## config.mk

```make
export PLATFORM = sky130hd
export DESIGN_NAME = meso_rx_sync
export DESIGN_NICKNAME = d
export VERILOG_FILES = /design/src/rtl/meso_sync_pkg.sv /design/src/rtl/meso_dual_capture.sv /design/src/rtl/meso_phase_observer.sv /design/src/rtl/meso_sel_fsm.sv /design/src/rtl/meso_rx_sync.sv
export SDC_FILE = /design/constraint.sdc
export NUM_CORES = 1
export LEC_CHECK = 0
export BUFFER_PORTS_ARGS = -buffer_cell sky130_fd_sc_hd__buf_2
export CAP_MARGIN = 10
export CORE_UTILIZATION = 50
export CTS_CLUSTER_SIZE = 20
export DETAILED_ROUTE_END_ITERATION = 10
export GPL_TIMING_DRIVEN = 1
export HOLD_SLACK_MARGIN = 0.05
export PLACE_DENSITY = 0.75
export SYNTH_ARGS = -nofsm -noshare
export SYNTH_HDL_FRONTEND = slang
export SYNTH_HIERARCHICAL = 1
export SYNTH_SLANG_ARGS = --single-unit
```

## constraint.sdc

```tcl
create_clock -name rx_clk -period 3.96 [get_ports rx_clk]
set_input_delay 0.792 -clock rx_clk [delete_from_list [all_inputs] [get_ports rx_clk]]
set_output_delay 0.792 -clock rx_clk [all_outputs]
set_load 0.05 [all_outputs]
```

## src/rtl/meso_sync_pkg.sv

```systemverilog
`timescale 1ns/1ps
package meso_sync_pkg;

    // selection state machine
    typedef enum logic [2:0] {
        ST_EVAL,     // post-reset evaluation, output not valid
        ST_RISE,     // rising-edge capture forwarded
        ST_FALL,     // falling-edge capture forwarded
        ST_GO_FALL,  // rising still forwarded, waiting for equal candidates
        ST_GO_RISE   // falling still forwarded, waiting for equal candidates
    } sel_state_e;

    // per-cycle observer verdict: which capture is the safe one
    typedef enum logic [1:0] {
        VD_NONE,
        VD_RISE,
        VD_FALL
    } verdict_e;

endpackage

```

## src/rtl/meso_dual_capture.sv

```systemverilog
`timescale 1ns/1ps
module meso_dual_capture #(
    parameter int DATA_W = 16
) (
    input  logic              clk,
    input  logic              rst_n,
    input  logic [DATA_W-1:0] tx_data,
    input  logic              tx_toggle,
    output logic [DATA_W-1:0] cand_rise,
    output logic [DATA_W-1:0] cand_fall,
    output logic              tgl_rise,
    output logic              tgl_fall
);

    localparam int LANE_W = DATA_W + 1;

    logic [LANE_W-1:0] lane_in;
    logic [LANE_W-1:0] rise_q;
    logic [LANE_W-1:0] fall_q;
    logic [DATA_W-1:0] fall_rt_q;

    assign lane_in = {tx_toggle, tx_data};

    // rising-edge sample of word and toggle
    always_ff @(posedge clk or negedge rst_n) begin
        if (!rst_n) begin
            rise_q <= '0;
        end else begin
            rise_q <= lane_in;
        end
    end

    // falling-edge sample, half a period away from the rising one
    always_ff @(negedge clk or negedge rst_n) begin
        if (!rst_n) begin
            fall_q <= '0;
        end else begin
            fall_q <= lane_in;
        end
    end

    // bring the falling sample onto the rising edge before the mux
    always_ff @(posedge clk or negedge rst_n) begin
        if (!rst_n) begin
            fall_rt_q <= '0;
        end else begin
            fall_rt_q <= fall_q[DATA_W-1:0];
        end
    end

    assign cand_rise = rise_q[DATA_W-1:0];
    assign cand_fall = fall_rt_q;
    assign tgl_rise  = rise_q[DATA_W];
    assign tgl_fall  = fall_q[DATA_W];

endmodule

```

## src/rtl/meso_phase_observer.sv

```systemverilog
`timescale 1ns/1ps
module meso_phase_observer
    import meso_sync_pkg::*;
#(
    parameter int HYST_LEN = 8
) (
    input  logic clk,
    input  logic rst_n,
    input  logic tgl_rise,
    input  logic tgl_fall,
    output logic vd_stable,
    output logic vd_fall
);

    localparam int CNT_W = $clog2(HYST_LEN + 1);
    localparam logic [CNT_W-1:0] CNT_MAX = CNT_W'(HYST_LEN);
    localparam logic [CNT_W-1:0] CNT_ONE = CNT_W'(1);

    logic             rise_old_q;
    logic             fall_old_q;
    verdict_e         vd_now;
    verdict_e         vd_last_q;
    logic [CNT_W-1:0] run_q;

    // At a rising edge the three oldest samples are, in time order:
    // rise_old_q (two periods back), fall_old_q (1.5 back), tgl_rise (1 back).
    always_ff @(posedge clk or negedge rst_n) begin
        if (!rst_n) begin
            rise_old_q <= 1'b0;
            fall_old_q <= 1'b0;
        end else begin
            rise_old_q <= tgl_rise;
            fall_old_q <= tgl_fall;
        end
    end

    // Transition just after a rising edge: rising capture is unsafe.
    // Transition just after a falling edge: falling capture is unsafe.
    always_comb begin
        vd_now = VD_NONE;
        if ((rise_old_q != fall_old_q) && (fall_old_q == tgl_rise)) begin
            vd_now = VD_FALL;
        end else if ((rise_old_q == fall_old_q) && (fall_old_q != tgl_rise)) begin
            vd_now = VD_RISE;
        end
    end

    // run-length of identical verdicts, saturating at HYST_LEN
    always_ff @(posedge clk or negedge rst_n) begin
        if (!rst_n) begin
            vd_last_q <= VD_NONE;
            run_q     <= '0;
        end else if (vd_now != VD_NONE) begin
            if (vd_now == vd_last_q) begin
                if (run_q != CNT_MAX) begin
                    run_q <= run_q + CNT_ONE;
                end
            end else begin
                vd_last_q <= vd_now;
                run_q     <= CNT_ONE;
            end
        end
    end

    assign vd_stable = (run_q == CNT_MAX);
    assign vd_fall   = (vd_last_q == VD_FALL);

    // the run grows one verdict at a time, never jumps
    p_run_step_r4: assert property (@(posedge clk) disable iff (!rst_n)
        (run_q > $past(run_q)) |-> (run_q == $past(run_q) + CNT_ONE));

    // a change of the remembered verdict always restarts the run
    p_run_restart_r4: assert property (@(posedge clk) disable iff (!rst_n)
        (vd_last_q != $past(vd_last_q)) |-> (run_q == CNT_ONE));

endmodule

```

## src/rtl/meso_sel_fsm.sv

```systemverilog
`timescale 1ns/1ps
module meso_sel_fsm
    import meso_sync_pkg::*;
(
    input  logic clk,
    input  logic rst_n,
    input  logic vd_stable,
    input  logic vd_fall,
    input  logic cand_eq,
    output logic sel_fall,
    output logic out_valid
);

    sel_state_e state_q;
    sel_state_e state_nx;
    logic       want_fall;
    logic       want_rise;

    assign want_fall = vd_stable && vd_fall;
    assign want_rise = vd_stable && !vd_fall;

    // state register
    always_ff @(posedge clk or negedge rst_n) begin
        if (!rst_n) begin
            state_q <= ST_EVAL;
        end else begin
            state_q <= state_nx;
        end
    end

    // transitions
    always_comb begin
        state_nx = state_q;
        unique case (state_q)
            ST_EVAL: begin
                if (want_fall)      state_nx = ST_FALL;     // eval_done_fall
                else if (want_rise) state_nx = ST_RISE;     // eval_done_rise
            end
            ST_RISE: begin
                if (want_fall) begin
                    if (cand_eq)    state_nx = ST_FALL;     // swap_to_fall
                    else            state_nx = ST_GO_FALL;  // defer_fall
                end
            end
            ST_GO_FALL: begin
                if (want_fall && cand_eq) state_nx = ST_FALL;  // swap_to_fall
                else if (want_rise)       state_nx = ST_RISE;  // cancel_fall
            end
            ST_FALL: begin
                if (want_rise) begin
                    if (cand_eq)    state_nx = ST_RISE;     // swap_to_rise
                    else            state_nx = ST_GO_RISE;  // defer_rise
                end
            end
            ST_GO_RISE: begin
                if (want_rise && cand_eq) state_nx = ST_RISE;  // swap_to_rise
                else if (want_fall)       state_nx = ST_FALL;  // cancel_rise
            end
            default: state_nx = ST_EVAL;
        endcase
    end

    // outputs decoded from state
    always_comb begin
        sel_fall  = 1'b0;
        out_valid = 1'b1;
        unique case (state_q)
            ST_EVAL:    out_valid = 1'b0;
            ST_RISE:    sel_fall  = 1'b0;
            ST_GO_FALL: sel_fall  = 1'b0;
            ST_FALL:    sel_fall  = 1'b1;
            ST_GO_RISE: sel_fall  = 1'b1;
            default: begin
                sel_fall  = 1'b0;
                out_valid = 1'b0;
            end
        endcase
    end

    // once valid, a change of selection happens only from equal candidates
    p_swap_equal_r5: assert property (@(posedge clk) disable iff (!rst_n)
        ($past(out_valid) && (sel_fall != $past(sel_fall))) |-> $past(cand_eq));

    // a change of selection needs a completed verdict run
    p_swap_stable_r4: assert property (@(posedge clk) disable iff (!rst_n)
        (sel_fall != $past(sel_fall)) |-> $past(vd_stable));

    // valid rises only after a completed verdict run
    p_valid_wait_r2: assert property (@(posedge clk) disable iff (!rst_n)
        $rose(out_valid) |-> $past(vd_stable));

    // valid never drops outside reset
    p_valid_keep_r2: assert property (@(posedge clk) disable iff (!rst_n)
        out_valid |=> out_valid);

endmodule

```

## src/rtl/meso_rx_sync.sv

```systemverilog
`timescale 1ns/1ps
module meso_rx_sync #(
    parameter int DATA_W   = 16,
    parameter int HYST_LEN = 8
) (
    input  logic              rx_clk,
    input  logic              rst_n,
    input  logic [DATA_W-1:0] tx_data,
    input  logic              tx_toggle,
    output logic [DATA_W-1:0] rx_data,
    output logic              rx_valid,
    output logic              rx_sel_fall
);

    logic [DATA_W-1:0] cand_rise;
    logic [DATA_W-1:0] cand_fall;
    logic              tgl_rise;
    logic              tgl_fall;
    logic              vd_stable;
    logic              vd_fall;
    logic              cand_eq;
    logic              sel_fall;
    logic              out_valid;

    meso_dual_capture #(
        .DATA_W (DATA_W)
    ) i_capture (
        .clk       (rx_clk),
        .rst_n     (rst_n),
        .tx_data   (tx_data),
        .tx_toggle (tx_toggle),
        .cand_rise (cand_rise),
        .cand_fall (cand_fall),
        .tgl_rise  (tgl_rise),
        .tgl_fall  (tgl_fall)
    );

    meso_phase_observer #(
        .HYST_LEN (HYST_LEN)
    ) i_observer (
        .clk       (rx_clk),
        .rst_n     (rst_n),
        .tgl_rise  (tgl_rise),
        .tgl_fall  (tgl_fall),
        .vd_stable (vd_stable),
        .vd_fall   (vd_fall)
    );

    assign cand_eq = (cand_rise == cand_fall);

    meso_sel_fsm i_fsm (
        .clk       (rx_clk),
        .rst_n     (rst_n),
        .vd_stable (vd_stable),
        .vd_fall   (vd_fall),
        .cand_eq   (cand_eq),
        .sel_fall  (sel_fall),
        .out_valid (out_valid)
    );

    // registered output of the selected, edge-aligned candidate
    always_ff @(posedge rx_clk or negedge rst_n) begin
        if (!rst_n) begin
            rx_data <= '0;
        end else begin
            rx_data <= sel_fall ? cand_fall : cand_rise;
        end
    end

    assign rx_valid    = out_valid;
    assign rx_sel_fall = sel_fall;

    // the forwarded word only changes to what one candidate held
    p_out_source_r5: assert property (@(posedge rx_clk) disable iff (!rst_n)
        (rx_data != $past(rx_data)) |->
            ((rx_data == $past(cand_rise)) || (rx_data == $past(cand_fall))));

endmodule

```

== After elaboration in Yosys (flattened, before gate mapping) ==
Cells that the tools add are included.
Storage, ports and cells
  register bits: 77
  input bits: 19
  word-level logic and storage cells: 59
Cells by class
  $add $sub $neg: 1
  eq/ne operators: 17
  muxes and demuxes: 17
  bitwise logic cells: 1
  reductions and logical operators: 14
Operators with widths (number)
  $mux W3: 8
  $eq A16 B16 Y1: 1
  $mux W16: 1
  $pmux W3 S5: 1
  $mux W4: 2
  $eq A3 B2 Y1 const B: 2
  $logic_and A1 B1 Y1: 6
  $add A4 B1 Y4 const B: 1
  $eq A4 B4 Y1 const B: 1
  $mux W1: 4
  $ne A2 B1 Y1 const B: 2
  $ne A4 B4 Y1 const B: 1
  $reduce_and A2 Y1: 2
  $reduce_or A4 Y1: 1
  $eq A3 B1 Y1 const B: 1
  $eq A3 B3 Y1 const B: 1
  $logic_not A3 Y1: 1
  $ne A3 B1 Y1 const B: 1
  $reduce_and A3 Y1: 1
  $eq A1 B1 Y1: 2
  $eq A2 B2 Y1: 1
  $eq A2 B2 Y1 const B: 1
  $mux W2: 1
  $ne A1 B1 Y1: 2
  other kinds (5): 5

== Depth between registers and ports, before layout ==
Gate-level depths: netlist (run 1).
  word-level depth: 7
  mapped depth: 6

== Hierarchy ==
Netlist (run 1), hierarchy kept.
By module, submodules not included
  meso_dual_capture: times used 1, cells an instance 50, area an instance 1251.2 µm², sequential area each 1251.2 µm²
  meso_rx_sync: times used 1, cells an instance 55, area an instance 818.3 µm², sequential area each 400.4 µm²
  meso_phase_observer: times used 1, cells an instance 39, area an instance 461.7 µm², sequential area each 200.2 µm²
  meso_sel_fsm: times used 1, cells an instance 22, area an instance 201.4 µm², sequential area each 75.1 µm²

==> results of run 1 <==
-- cells in the final DEF, fill, tap and decap left out, types with 2 or more instances in the layout --
| cell type | synthesis | final |
|---|---|---|
| o21ai_0 | 2 | 2 |
| clkbuf_8 | 0 | 11 |
| dfrtp_1 | 60 | 60 |
| mux2_2 | 9 | 9 |
| inv_1 | 7 | 7 |
| nor2_1 | 3 | 2 |
| xor2_1 | 2 | 2 |
| mux2_4 | 10 | 10 |
| buf_4 | 0 | 5 |
| nor2b_1 | 2 | 2 |
| nand4_1 | 5 | 5 |
| nand2_1 | 4 | 4 |
| ha_1 | 4 | 4 |
| a31oi_1 | 2 | 2 |
| nand3b_1 | 2 | 2 |
| o22ai_1 | 2 | 2 |
| xnor2_2 | 2 | 2 |
| clkbuf_1 | 0 | 2 |
| dfrtn_1 | 17 | 17 |
| buf_2 | 0 | 35 |
| xnor2_1 | 18 | 18 |
| bufinv_16 | 0 | 2 |
-- power by group through the flow --
stage / logic [mW] / registers (mW) / clock network (mW)
floorplan: 0.285 / 1.09 / 0
CTS: 0.539 / 0.937 / 0.666
finish: 0.531 / 0.936 / 0.645
global route: 0.565 / 0.950 / 0.698
detailed placement: 0.538 / 0.951 / 0
global placement: 0.530 / 0.949 / 0
-- stage by stage --
step | setup WS (ns) | area, um2 | cells
finish | 1.18 | 3230 | 289
global route | 1.07 | 3230 | 289
CTS | 1.16 | 3230 | 289
detailed placement | 0.802 | 3000 | 273
global placement | 0.823 | 3000 | 273
floorplan | 1.04 | 2730 | 166
-- worst paths after layout --
check | to | start
max | i_capture/fall_q[16] | rst_n
min reg2reg | i_observer/rise_old_q | i_capture/rise_q[16]
max reg2reg | i_capture/cand_fall[3] | i_capture/fall_q[3]
max in group rx_clk | i_capture/fall_q[16] | tx_toggle
min | i_observer/rise_old_q | i_capture/rise_q[16]
min in group asynchronous | i_capture/cand_fall[10] | rst_n
-- sequential cells by signal, indices dropped and copies added, names as in the netlist, 2 cells and up --
register / flops
i_observer/run_q: 4
i_capture/cand_fall: 16
i_observer/vd_last_q: 2
i_fsm/state_q: 3
i_capture/rise_q: 17
rx_data: 16
i_capture/fall_q: 17
-- cell families after synthesis --
group,count (synthesis)
fa+ha+maj,4
buf+inv,10
mux,20
flops,77
xor+xnor,22
compound gates,10
simple gates,23
-- layout make-up --
class                   instances  area share, %
flip-flops and latches         77           59.7
multi-input cells              79           23.2
inverters                       7          0.814
clock inverters                 3           2.13
well taps                      70           2.71
clock buffers                  13           4.92
repair buffers                 40           6.59
-- routing by layer --
layer / vias to the layer above / wire (um) / track usage, %
met3: 4 / 121 / 5.06
met1: 681 / 1670 / 18.9
met5: - / 0 / 0
li1: 658 / - / -
met2: 22 / 1900 / 24.3
met4: 0 / 53 / 7.50
==> metrics.cfg, run 1 <==
[outcome]
status=completed

[yosys]
synth_top_family_by_area=multiplexers
ys_types=30
synth_warnings=6
yosysSeqAreaShare_pct=70.5
synth-compound-area-share_pct=2.38
mappedNetlistArea_um2=2730
yosys.area.top_type=dfrtp_1
synth_top_flop_cell=dfrtp_1
synth_adder_area_share_pct=1.83
ys_seq_elements=77
yosys.cell_count.top_type=dfrtp_1
synth_top_area_share_pct=54.9
synthMuxAreaShare_pct=9.57
synth_edf_count=0
syn_area_per_cell_um2=16.5
yosys.area_share.simple_pct=5.91
synthCells=166
ys_top_cells_by_area=dfrtp_1 (55%), dfrtn_1 (16%), xnor2_1 (5.8%)
synth_common_cells=dfrtp_1 (60), xnor2_1 (18), dfrtn_1 (17)
async_flop_share_pct=100
synth.net_count=189
synthXorXnorAreaFrac_pct=7.60

[floorplanning]
core-area_um2=5170
die_w_um=75.9
die_y_um=75.9
initial_core_util_pct=52.8
dieArea_um2=5760
num_io_pins=37
rows=26

[route]
wl_per_cell_um=13.0
routed_wl_um=3740
via_per_inst=4.72
drtIter0Drc=46
first_pass_iters=3
final_antenna_net_count=0
drc=0
num_vias=1365

[sta]
worst_slew_pin_slew_ns=0.596
rsz0062_at_grt=no
setup_viol=0
hold_ws_ns=0.394
fin_worst_skew_ns=0.0157
tns_ns=0
finalHoldViolations=0
slew_headroom_pct=60.2
maxSlewViolCount=0

[cts]
post_cts_buffers=0
clock-root-buffer=clkbuf_8
htree_levels=3
cts_buffer_depth=2
clkSlewWorstSetupHoldPaths_ns=0.08
cts_tree=built
ctsHoldBuffers=0
worst_skew_pair.late_latency_ns=0.33
numCtsBuffers=9
cts_resized=0
clock_sinks=77

[min_path]
hold_depth=0
hold_path_class=flop to flop

[grt]
grt_pass1_vias=1418
grt_pass1_wl_um=6600
grt_overflow=0
grt_use_total_pct=15.3
grt_antenna_before_repair=0
grt_max_degree=52

[placement]
io_buffer_count=36
hpwl_um=2600
globalplace.congestion=0.741

[power_and_ir_drop]
p_sw_share_pct=30.7
ir_drop_mv=0.409
clkPwrFrac_pct=30.5
seq_power_share_pct=44.3
p_comb_share_pct=25.1
power.switching_mw=0.648
p_leak_nw=1.46
power_mw=2.11
power_density_nw_per_um2=654
p_int_mw=1.46

[setup_path]
path_buf_inv=1
cp-start-kind=primary input
crit_required_ns=2.47
ff2ff_setup_slack_ns=1.53
cpPeakStageDelay_ns=0.48
cp_top_family=buffers and inverters
cp.arrival_ns=1.29
crit_path_cell_trace=buf_4
worst_path_max_delay_cell=buf_4
cp.depth=1
crit_path_end_kind=asynchronous set/reset pin
critical_path_class=primary input to asynchronous set/reset pin
path_max_fanout=51
worst_r2r_path_depth=0

[flow_run]
max-cap-violations=0

[final_layout]
area_growth_pct=18.2
final_layout_size_suffix_gt1_share_pct=35.6
fin_nets=237
regArea_um2=1930
fillers=376
antennaDiodeCount=0
postLayoutCoreUtil_pct=62.4
multi_input_area_um2=748

Power figures use the tool's default switching activity.
==> run 2: changes to the inputs <==
==> constraint.sdc (replaced) <==
create_clock -name rx_clk -period 2.9 [get_ports rx_clk]
set_input_delay 0.58 -clock rx_clk [delete_from_list [all_inputs] [get_ports rx_clk]]
set_output_delay 0.58 -clock rx_clk [all_outputs]
set_load 0.05 [all_outputs]
==> metrics.cfg, run 2 (same netlist as run 1, synthesis figures left out) <==
[route]
final_antenna_net_count=0
routed_wl_um=3860
wl_per_cell_um=13.2
via_per_inst=4.78
drc=0
num_vias=1397
drtIter0Drc=40
first_pass_iters=4

[sta]
fin_ws_ns=0.942
worst_slew_pin_slew_ns=0.457
period_share_pct=67.5
hold_ws_ns=0.0910
tns_ns=0
maxSlewViolCount=0
layout_min_cycle_time_ns=1.96
slew_headroom_pct=69.3
fin_worst_skew_ns=0.0121
setup_viol=0
fmax_mhz=511
finalHoldViolations=0
rsz0062_at_grt=no

[flow_run]
max-cap-violations=0

[final_layout]
layout_commonest_cell=dfrtp_1
fin_nets=240
area_growth_pct=17.7
final_cell_mix=dfrtp_1 (60), buf_2 (35), xnor2_1 (18), dfrtn_1 (17), clkbuf_8 (11)
final_layout_size_suffix_gt1_share_pct=36.5
regArea_um2=1930
antennaDiodeCount=0
fin_cells=292
top_regs=i_capture/fall_q: 17 flops, i_capture/rise_q: 17 flops
fillers=376
multi_input_area_um2=748

[cts]
clock-root-buffer=clkbuf_8
post_cts_buffers=0
cts_resized=0
clkSlewWorstSetupHoldPaths_ns=0.07
cts_buffer_depth=2
clock_sinks=77
numCtsBuffers=9
cts_tree=built
ctsHoldBuffers=0
worst_skew_pair.late_latency_ns=0.34
htree_levels=3

[power_and_ir_drop]
power_density_nw_per_um2=847
ir_drop_mv=0.458
p_leak_nw=1.45

[floorplanning]
initial_core_util_pct=52.8
dieArea_um2=5760
core-area_um2=5170
die_y_um=75.9
num_io_pins=37
rows=26
die_w_um=75.9

[setup_path]
ff2ff_setup_slack_ns=1.00
worst_r2r_path_depth=0
critical_path_class=primary input to flop
cp.arrival_ns=0.68
cpPeakStageDelay_ns=0.10
cp_top_family=buffers and inverters
path_buf_inv=1
cp-start-kind=primary input
crit_path_end_kind=flop
endpoint=i_capture/fall_q[8]
path_max_fanout=2
r2r-end=i_capture/cand_fall[2]
crit_path_cell_trace=buf_2
timing.rr.start=i_capture/fall_q[2]
crit_start=tx_data[8]
crit_required_ns=1.63
worst_path_max_delay_cell=buf_2
cp.depth=1

[grt]
grt_pass1_wl_um=6680
grt_antenna_before_repair=0
grt_overflow=0
grt_pass1_vias=1507
grt_use_total_pct=15.8
grt_max_degree=25

[placement]
globalplace.congestion=0.730
io_buffer_count=36
pre_cts_ws_ns=0.598
dpl.cell_count=276
hpwl_um=2800

[outcome]
status=completed

[min_path]
hold_path_class=primary input to asynchronous set/reset pin

## run 2: how the worst min path moves through the flow
stage / startpoint / endpoint / slack (ns) / depth (start not counted)
final: rst_n / i_capture/rise_q[10] / 0.09 / 1
after floorplan: rst_n / i_capture/cand_fall[0] / 0.28 / 0
after global routing: rst_n / i_capture/rise_q[10] / 0.09 / 1
after CTS: rst_n / i_capture/rise_q[10] / 0.07 / 1
after detailed placement: i_capture/rise_q[16] / i_observer/rise_old_q / 0.39 / 0
after global placement: i_capture/rise_q[16] / i_observer/rise_old_q / 0.38 / 0
## run 2: cell type report
type / instances / area share [%]
Clock buffer: 13 / 4.94
Clock inverter: 3 / 0.661
Inverter: 7 / 0.817
Multi-Input combinational cell: 79 / 23.3
Sequential cell: 77 / 59.9
Tap cell: 70 / 2.72
Timing Repair Buffer: 43 / 7.70
## run 2: report_power, final
group	switching (mW)	internal, mW
registers	0.0768	1.20
logic	0.462	0.267
clock network	0.358	0.358
total	0.897	1.83
## run 2: layer usage
layer | GRT usage, % | vias to the layer above | part of all wire, %
met4 | 11.0 | 0 | 2.8
met5 | 0 | - | 0
met1 | 17.2 | 692 | 41
met3 | 5.18 | 12 | 4.0
met2 | 26.0 | 31 | 52
li1 | - | 662 | -
## run 2: through the flow
stage / total power, mW / cell area, um2 / utilization (%)
after floorplan: 1.87 / 2730 / -
after global placement: 2.02 / 3040 / 58.7
after detailed placement: 2.04 / 3040 / 58.7
after CTS: 2.76 / 3220 / 62.2
after global routing: 2.86 / 3220 / 62.2
final: 2.72 / 3220 / 62.2
